`src/rtl/scroll_repeat_pkg.sv`:
```
package scroll_repeat_pkg;
  localparam int unsigned NUM_BTN   = 4;
  localparam int unsigned BTN_IDX_W = $clog2(NUM_BTN);
  typedef logic [BTN_IDX_W-1:0] btn_idx_t;
endpackage

```
`src/rtl/sr_debounce.sv`:
```
module sr_debounce #(
  parameter int unsigned DEB_CYC = 60000
) (
  input  logic clk_i,
  input  logic rst_ni,
  input  logic raw_ni,
  output logic pressed_o
);
  localparam int unsigned CNT_W = (DEB_CYC > 1) ? $clog2(DEB_CYC) : 1;

  logic             sync1_q, sync2_q, level_q;
  logic [CNT_W-1:0] cnt_q;

  always_ff @(posedge clk_i or negedge rst_ni) begin
    if (!rst_ni) begin
      sync1_q <= 1'b1;
      sync2_q <= 1'b1;
    end else begin
      sync1_q <= raw_ni;
      sync2_q <= sync1_q;
    end
  end

  // level flips only after DEB_CYC consecutive mismatching samples
  always_ff @(posedge clk_i or negedge rst_ni) begin
    if (!rst_ni) begin
      level_q <= 1'b1;
      cnt_q   <= '0;
    end else if (sync2_q != level_q) begin
      if (cnt_q == CNT_W'(DEB_CYC - 1)) begin
        level_q <= sync2_q;
        cnt_q   <= '0;
      end else begin
        cnt_q <= cnt_q + 1'b1;
      end
    end else begin
      cnt_q <= '0;
    end
  end

  assign pressed_o = ~level_q;
endmodule

```
`src/rtl/sr_owner_arb.sv`:
```
module sr_owner_arb
  import scroll_repeat_pkg::*;
(
  input  logic               clk_i,
  input  logic               rst_ni,
  input  logic [NUM_BTN-1:0] pressed_i,
  output logic               own_vld_o,
  output btn_idx_t           own_idx_o,
  output logic               take_o
);
  btn_idx_t pick;
  logic     any;

  // lowest index wins among simultaneous candidates
  always_comb begin
    pick = '0;
    any  = 1'b0;
    for (int i = NUM_BTN - 1; i >= 0; i--) begin
      if (pressed_i[i]) begin
        pick = btn_idx_t'(i);
        any  = 1'b1;
      end
    end
  end

  always_ff @(posedge clk_i or negedge rst_ni) begin
    if (!rst_ni) begin
      own_vld_o <= 1'b0;
      own_idx_o <= '0;
      take_o    <= 1'b0;
    end else begin
      take_o <= 1'b0;
      if (own_vld_o) begin
        if (!pressed_i[own_idx_o]) own_vld_o <= 1'b0;
      end else if (any) begin
        own_vld_o <= 1'b1;
        own_idx_o <= pick;
        take_o    <= 1'b1;
      end
    end
  end
endmodule

```
`src/rtl/sr_rep_timer.sv`:
```
module sr_rep_timer
  import scroll_repeat_pkg::*;
#(
  parameter int unsigned SLOW_CYC     = 1920000,
  parameter int unsigned FAST_CYC     = 240000,
  parameter int unsigned SLOW_REPEATS = 4
) (
  input  logic     clk_i,
  input  logic     rst_ni,
  input  logic     own_vld_i,
  input  btn_idx_t own_idx_i,
  input  logic     take_i,
  output logic     step_o,
  output btn_idx_t code_o
);
  localparam int unsigned MAX_CYC = (SLOW_CYC > FAST_CYC) ? SLOW_CYC : FAST_CYC;
  localparam int unsigned CNT_W   = (MAX_CYC > 1) ? $clog2(MAX_CYC) : 1;
  localparam int unsigned REP_W   = $clog2(SLOW_REPEATS + 1);

  logic [CNT_W-1:0] cnt_q, ival_m1;
  logic [REP_W-1:0] rep_q;
  logic             due;

  assign ival_m1 = (rep_q < REP_W'(SLOW_REPEATS)) ? CNT_W'(SLOW_CYC - 1)
                                                  : CNT_W'(FAST_CYC - 1);
  assign due = own_vld_i && !take_i && (cnt_q == ival_m1);

  always_ff @(posedge clk_i or negedge rst_ni) begin
    if (!rst_ni) begin
      cnt_q  <= '0;
      rep_q  <= '0;
      step_o <= 1'b0;
      code_o <= '0;
    end else begin
      step_o <= take_i | due;
      if (take_i || due) code_o <= own_idx_i;
      if (!own_vld_i || take_i) begin
        cnt_q <= '0;
        rep_q <= '0;
      end else if (due) begin
        cnt_q <= '0;
        if (rep_q < REP_W'(SLOW_REPEATS)) rep_q <= rep_q + 1'b1;
      end else begin
        cnt_q <= cnt_q + 1'b1;
      end
    end
  end
endmodule

```
`src/rtl/scroll_repeat.sv`:
```
module scroll_repeat
  import scroll_repeat_pkg::*;
#(
  parameter int unsigned DEBOUNCE_CYC = 60000,
  parameter int unsigned SLOW_CYC     = 1920000,
  parameter int unsigned FAST_CYC     = 240000,
  parameter int unsigned SLOW_REPEATS = 4
) (
  input  logic               clk_i,
  input  logic               rst_ni,
  input  logic [NUM_BTN-1:0] btn_ni,
  output logic               step_o,
  output logic               axis_o,
  output logic               dir_o
);
  logic [NUM_BTN-1:0] pressed_w;
  logic               own_vld_w, take_w;
  btn_idx_t           own_idx_w, code_w;

  for (genvar g = 0; g < NUM_BTN; g++) begin : g_deb
    sr_debounce #(.DEB_CYC(DEBOUNCE_CYC)) u_deb (
      .clk_i    (clk_i),
      .rst_ni   (rst_ni),
      .raw_ni   (btn_ni[g]),
      .pressed_o(pressed_w[g])
    );
  end

  sr_owner_arb u_arb (
    .clk_i    (clk_i),
    .rst_ni   (rst_ni),
    .pressed_i(pressed_w),
    .own_vld_o(own_vld_w),
    .own_idx_o(own_idx_w),
    .take_o   (take_w)
  );

  sr_rep_timer #(
    .SLOW_CYC    (SLOW_CYC),
    .FAST_CYC    (FAST_CYC),
    .SLOW_REPEATS(SLOW_REPEATS)
  ) u_tmr (
    .clk_i    (clk_i),
    .rst_ni   (rst_ni),
    .own_vld_i(own_vld_w),
    .own_idx_i(own_idx_w),
    .take_i   (take_w),
    .step_o   (step_o),
    .code_o   (code_w)
  );

  assign axis_o = code_w[1];
  assign dir_o  = code_w[0];
endmodule

```
`config.mk`:
```
export PLATFORM = sky130hd
export DESIGN_NAME = scroll_repeat
export DESIGN_NICKNAME = d
export VERILOG_FILES = /design/src/rtl/scroll_repeat_pkg.sv /design/src/rtl/sr_debounce.sv /design/src/rtl/sr_owner_arb.sv /design/src/rtl/sr_rep_timer.sv /design/src/rtl/scroll_repeat.sv
export SDC_FILE = /design/constraint.sdc
export NUM_CORES = 1
export LEC_CHECK = 0
export ABC_AREA = 0
export BUFFER_PORTS_ARGS = -buffer_cell sky130_fd_sc_hd__buf_2
export CAP_MARGIN = 10
export CORE_UTILIZATION = 52
export DETAILED_ROUTE_END_ITERATION = 6
export PLACE_DENSITY = 0.75
export SYNTH_ARGS = -nofsm -noshare
export SYNTH_HDL_FRONTEND = slang
export SYNTH_SLANG_ARGS = --single-unit
```
`constraint.sdc`:
```
create_clock -name clk_i -period 1.87 [get_ports clk_i]
set_input_delay 0.374 -clock clk_i [delete_from_list [all_inputs] [get_ports clk_i]]
set_output_delay 0.374 -clock clk_i [all_outputs]
set_load 0.02 [all_outputs]
```
## After elaboration in Yosys (flattened, before gate mapping)

Index checks and enable logic that the tools add are counted.
Widths: inputs -> output; s select.

| word-level totals | value |
|---|---|
| output and inout port bits | 3 |
| logic and storage cells | 88 |
| flip-flop bits (word level) | 107 |

| operators by class | value |
|---|---|
| muxes and demuxes | 28 |
| bitwise operators | 6 |
| eq/ne operators | 9 |
| magnitude comparators | 2 |
| add/subtract/negate cells | 6 |
| reductions and logical operators | 14 |

Operators with widths:

| kind | count |
|---|---|
| $mux 16 | 8 |
| $add 16x1->16 const B | 4 |
| $eq 16x16->1 const B | 4 |
| $mux 21 | 3 |
| $add 21x1->21 const B | 1 |
| $eq 21x21->1 | 1 |
| $reduce_and 2->1 | 6 |
| $mux 1 | 9 |
| $mux 3 | 3 |
| $mux 2 | 4 |
| $not 1->1 | 5 |
| $ne 1x1->1 | 4 |
| $reduce_bool 2->1 | 2 |
| $add 3x1->3 const B | 1 |
| $lt 2x3->1 const B | 1 |
| $lt 3x3->1 const B | 1 |
| $bmux 1 s2 | 1 |
| $logic_and 1x1->1 | 2 |
| $logic_not 1->1 | 2 |
| $logic_or 1x1->1 | 2 |
| $or 1x1->1 | 1 |

## Logic depth before layout (Yosys ltp)

| depth | value |
|---|---|
| depth after elaboration | 6 |
| gate-level depth with buffers | 8 |
| depth with buffers taken out | 6 |

## By module

Synthesis repeated with hierarchy kept, for this count alone.

| unflattened totals | value |
|---|---|
| cells, all modules | 506 |
| area total of the unflattened synthesis | 5,358.9 um2 |

By module, submodules not included:

| module | area each (um2) | times used | sequential area each (um2) | cells an instance |
|---|---|---|---|---|
| sr_debounce | 922.1 | 4 | 479.2 | 84 |
| sr_rep_timer | 1,487.7 | 1 | 675.6 | 153 |
| sr_owner_arb | 182.7 | 1 | 100.1 | 17 |

## Worst setup path before layout

No wires, ideal clock.

| timing path | value |
|---|---|
| kind | register to register |
| from | register g_deb[2].u_deb.cnt_q[0] |
| to | register g_deb[2].u_deb.cnt_q[10] |
| data required time | 1.799 ns |
| arrival | 1.633 ns |
| slack | 0.165 ns |
| cell stages (with the launch flop) | 9 |
| path buffers | 2 |
| cells stage by stage | dfrtp_1 -> ha_1 -> nand3_1 -> nor2_1 -> and4_1 -> or2_2 -> buf_2 -> buf_4 -> nor2_1 |

| on the way | value |
|---|---|
| word-level cells in the longest chain between the ends | 3 |

RTL lines:

| item | line | RTL |
|---|---|---|
| from (decl) | sr_debounce.sv:12 | `logic [CNT_W-1:0] cnt_q;` |
| from (signal assigned) | sr_debounce.sv:34 | `cnt_q <= cnt_q + 1'b1;` |
| $add 16x1->16 or $eq 16x16->1 (tied branches) | sr_debounce.sv:34, sr_debounce.sv:30 |  |
| $mux 16 * | sr_debounce.sv:30 | `if (cnt_q == CNT_W'(DEB_CYC - 1)) begin` |
| $mux 16 * | sr_debounce.sv:29 | `end else if (sync2_q != level_q) begin` |

Every way passes the cells marked *; elsewhere a longest branch is shown, timed or not.
A chain may end at the register's enable or synchronous reset.

## Worst setup path after layout

| timing path | value |
|---|---|
| from | register u_tmr.cnt_q[12] |
| to | register u_tmr.code_o[1] |

| on the way | value |
|---|---|
| word-level cells in the longest chain between the ends | 3 |

RTL lines:

| item | line | RTL |
|---|---|---|
| from (decl) | sr_rep_timer.sv:20 | `logic [CNT_W-1:0] cnt_q, ival_m1;` |
| from (signal assigned) | sr_rep_timer.sv:44 | `cnt_q <= cnt_q + 1'b1;` |
| $eq 21x21->1 | sr_rep_timer.sv:26 | `assign due = own_vld_i && !take_i && (cnt_q == ival_m1);` |
| $logic_and 1x1->1 | sr_rep_timer.sv:26 |  |
| $logic_or 1x1->1 | sr_rep_timer.sv:36 | `if (take_i \|\| due) code_o <= own_idx_i;` |
| to (signal assigned) | sr_rep_timer.sv:36 |  |
| to (decl) | sr_rep_timer.sv:14 | `output btn_idx_t code_o` |

Every way passes these cells.

==> results.py <==
metrics = {
    "run_status": {
        "status": "completed",
    },
    "sta": {
        "finalWorstSetupSlack_ns": 0.06893,
        "rsz0062_at_grt": "true",
        "worst_pin_slew_ns": 0.5339,
        "hold_viol_final": 0,
        "finalCritPeriodShare": 0.9631,
        "worst_hold_slack_ns": 0.06025,
        "fin_setup_tns_ns": 0,
        "finalCriticalPeriod_ns": 1.801,
        "fin_worst_skew_ns": 0.01231,
        "slew_headroom": 0.6441,
        "maxSlewViolCount": 0,
        "max_freq_mhz": 555.2,
        "setup_viol": 0,
    },
    "die": {
        "io-pin-count": 9,
        "start_util": 0.5426,
        "rows": 35,
        "fp.dieH_um": 100.7,
        "die_x_um": 100.7,
        "core_um2": 9328,
        "die_area_um2": 10130,
    },
    "power_and_ir_drop": {
        "peakVddDrop_v": 0.0004435,
        "power_mw": 3.853,
        "clock_power_share": 0.352,
        "pwr-share-seq": 0.616,
        "intPower_mw": 3.011,
        "p_comb_frac": 0.032,
        "p_switching_uw": 842.8,
        "swShare": 0.2187,
        "p_leak_nw": 2.442,
        "power_density_nw_per_um2": 693.5,
    },
    "setup_path": {
        "reg2reg_from": "u_tmr.cnt_q[12]",
        "cp_max_fo": 6,
        "cp.required_ns": 2.13,
        "path_class": "reg2reg",
        "arrival_ns": 2.06,
        "startpoint_type": "flop",
        "rr_worst_depth": 5,
        "end_kind": "flop",
        "r2r_end": "u_tmr.code_o[1]",
        "ff2ff_setup_slack_ns": 0.07,
    },
    "logic_synthesis": {
        "syn_avg_cell_area_um2": 10.27,
        "synth-main-ff-cell": "dfrtp_1",
        "synth_cell_types": 48,
        "syn_nets": 505,
        "yosysWarnings": 0,
        "synth_edf_count": 0,
        "syn_inst": 493,
        "synthArstFlopShare": 1.000,
        "ys_ff_latch": 107,
        "synth_area_um2": 5061,
        "synth_seq_area_share": 0.5320,
    },
    "grt": {
        "antenna_found_initial": 0,
        "grt_overflow": 0,
        "grt_pass1_wl_um": 14660,
        "grt_pass1_vias": 3365,
        "grt_max_degree": 108,
        "grt_use_total": 0.1836,
    },
    "placed_design": {
        "hpwl_um": 5698,
        "post-place-ws_ns": 0.05163,
        "numPortBuffers": 8,
        "place_congestion": 0.8199,
    },
    "detailed_routing": {
        "drcViolationCount": 0,
        "ant_nets": 0,
        "via_per_inst": 5.193,
        "drtIter0Drc": 102,
        "wl_um": 8308,
        "wire_per_inst_um": 12.80,
        "firstDrtPassIters": 4,
        "vias": 3370,
    },
    "clocking": {
        "path_clk_slew_ns": 0.10,
        "tritoncts": "yes",
        "clock_sinks": 107,
        "cts_hold_buf": 0,
        "clock_latency_ns": 0.37,
        "clk_path_buf_depth": 2,
        "cts_root_buf": "clkbuf_8",
        "cts_buffers": 9,
        "htree_levels": 3,
    },
    "final_layout": {
        "drive_gt1_frac": 0.1327,
        "num_antenna_cells": 0,
        "fin_util": 0.5957,
        "area_delta_synth_final_pct": 9.790,
        "fill_cells": 776,
        "final_nets": 527,
    },
    "flow_run": {
        "maxCapViolCount": 0,
    },
    "min_path": {
        "hold_path_class": "in2async",
    },
}
-- routing by layer --
| layer | share of wire | track usage | vias up |
|---|---|---|---|
| li1 | - | - | 1701 |
| met1 | 0.48 | 0.2271 | 1635 |
| met2 | 0.48 | 0.3130 | 26 |
| met3 | 0.030 | 0.05548 | 8 |
| met4 | 0.010 | 0.05017 | 0 |
| met5 | 0 | 0 | - |
-- layout make-up --
class | count | area (um2) | area share
Sequential cell | 107 | 2693 | 0.4846
Inverter | 13 | 48.80 | 0.008782
Multi-Input combinational cell | 362 | 2280 | 0.4103
Clock inverter | 4 | 53.80 | 0.009683
Timing Repair Buffer | 22 | 185.2 | 0.03333
Clock buffer | 12 | 135.1 | 0.02432
Tap cell | 129 | 161.4 | 0.02905
-- synth_stat cells (2+ instances only) --
cell,instances,share of area
a21oi_1,5,0.0049
and2_1,3,0.0037
and3_1,13,0.016
and4_1,2,0.0035
buf_2,7,0.0069
buf_4,3,0.0044
dfrtp_1,95,0.47
dfstp_2,12,0.062
ha_1,6,0.015
inv_1,13,0.0096
mux2_2,5,0.011
nand2_1,36,0.027
nand2b_1,3,0.0037
nand3_1,26,0.026
nand3b_1,6,0.0089
nand4_1,19,0.023
nor2_1,106,0.079
nor2b_1,3,0.0037
nor3_1,8,0.0079
nor3b_1,3,0.0044
nor4_1,4,0.0049
nor4_4,2,0.0084
nor4b_1,2,0.0035
nor4bb_1,3,0.0059
o21ai_0,2,0.0020
o41ai_1,2,0.0035
or2_2,3,0.0037
or3_1,4,0.0049
xnor2_1,39,0.067
xor2_1,40,0.069
-- through the flow --
stage               cells  instance area, um2
floorplan             493                5061
global placement      631                5331
finish                649                5557
detailed placement    631                5331
CTS                   647                5520
global route          649                5557
-- worst max-delay path, cell delays in order, from the launching register on --
cell,delay [ns]
dfrtp_1,0.45
nand4bb_1,0.28
nor4_4,0.38
buf_4,0.18
a31oi_2,0.11
mux2_2,0.30
-- placed cells by master, fill, tap and decap left out, drive strengths merged, types with 2 or more instances in the layout --
cell and instances:
a21oi 5, a31oi 2, and2 3, and3 13, and4 2, buf 22, clkbuf 12, clkinvlp 2
dfrtp 95, dfstp 12, ha 6, inv 13, mux2 5, nand2 36, nand2b 3, nand3 27
nand3b 6, nand4 19, nor2 107, nor2b 3, nor3 8, nor3b 3, nor4 7, nor4b 3
nor4bb 3, o21ai 2, o41ai 2, or2 3, or3 5, xnor2 39, xor2 40
-- worst max-delay path by stage --
| stage | slack [ns] | cells after the start | startpoint | endpoint |
|---|---|---|---|---|
| 4_1_cts | 0.04 | 6 | u_tmr.cnt_q[0] | u_tmr.rep_q[0] |
| 3_5_place_dp | 0.05 | 6 | u_tmr.cnt_q[0] | u_tmr.rep_q[1] |
| 5_1_grt | -0.009 | 6 | g_deb[1].u_deb.cnt_q[0] | g_deb[1].u_deb.cnt_q[8] |
| 6_report | 0.07 | 5 | u_tmr.cnt_q[12] | u_tmr.code_o[1] |
| 3_3_place_gp | 0.15 | 6 | u_tmr.cnt_q[0] | u_tmr.rep_q[0] |
| 2_1_floorplan | 0.17 | 8 | g_deb[2].u_deb.cnt_q[0] | g_deb[2].u_deb.cnt_q[10] |
-- cells by family after synthesis --
group,count (synthesis),synth area share
compound gates,16,0.02250
xor+xnor,79,0.1367
fa+ha+maj,6,0.01483
buf+inv,24,0.02175
flops,107,0.5320
mux,7,0.01755
simple gates,254,0.2546
-- registers in the layout, summed over array words and instances, names as in the netlist --
register             cells
g_deb.u_deb.cnt_q       64
g_deb.u_deb.level_q      4
g_deb.u_deb.sync1_q      4
g_deb.u_deb.sync2_q      4
u_arb.own_idx_o          2
u_arb.own_vld_o          1
u_arb.take_o             1
u_tmr.cnt_q             21
u_tmr.code_o             2
u_tmr.rep_q              3
u_tmr.step_o             1
-- power by group through the flow --
stage	Sequential (mW)	Combinational (mW)	Clock (mW)
after CTS	2.37	0.126	1.41
after global routing	2.38	0.145	1.50
after detailed placement	2.42	0.126	0
after floorplan	2.41	0.0572	0
final	2.37	0.122	1.36
after global placement	2.42	0.123	0
-- timing repair --
item,in CTS,in global routing
buffers inserted,0,2
endpoints found under the hold margin,0,0
endpoints found under the setup margin,0,37
gates resized for setup,0,4
Power figures use the tool's default switching activity.
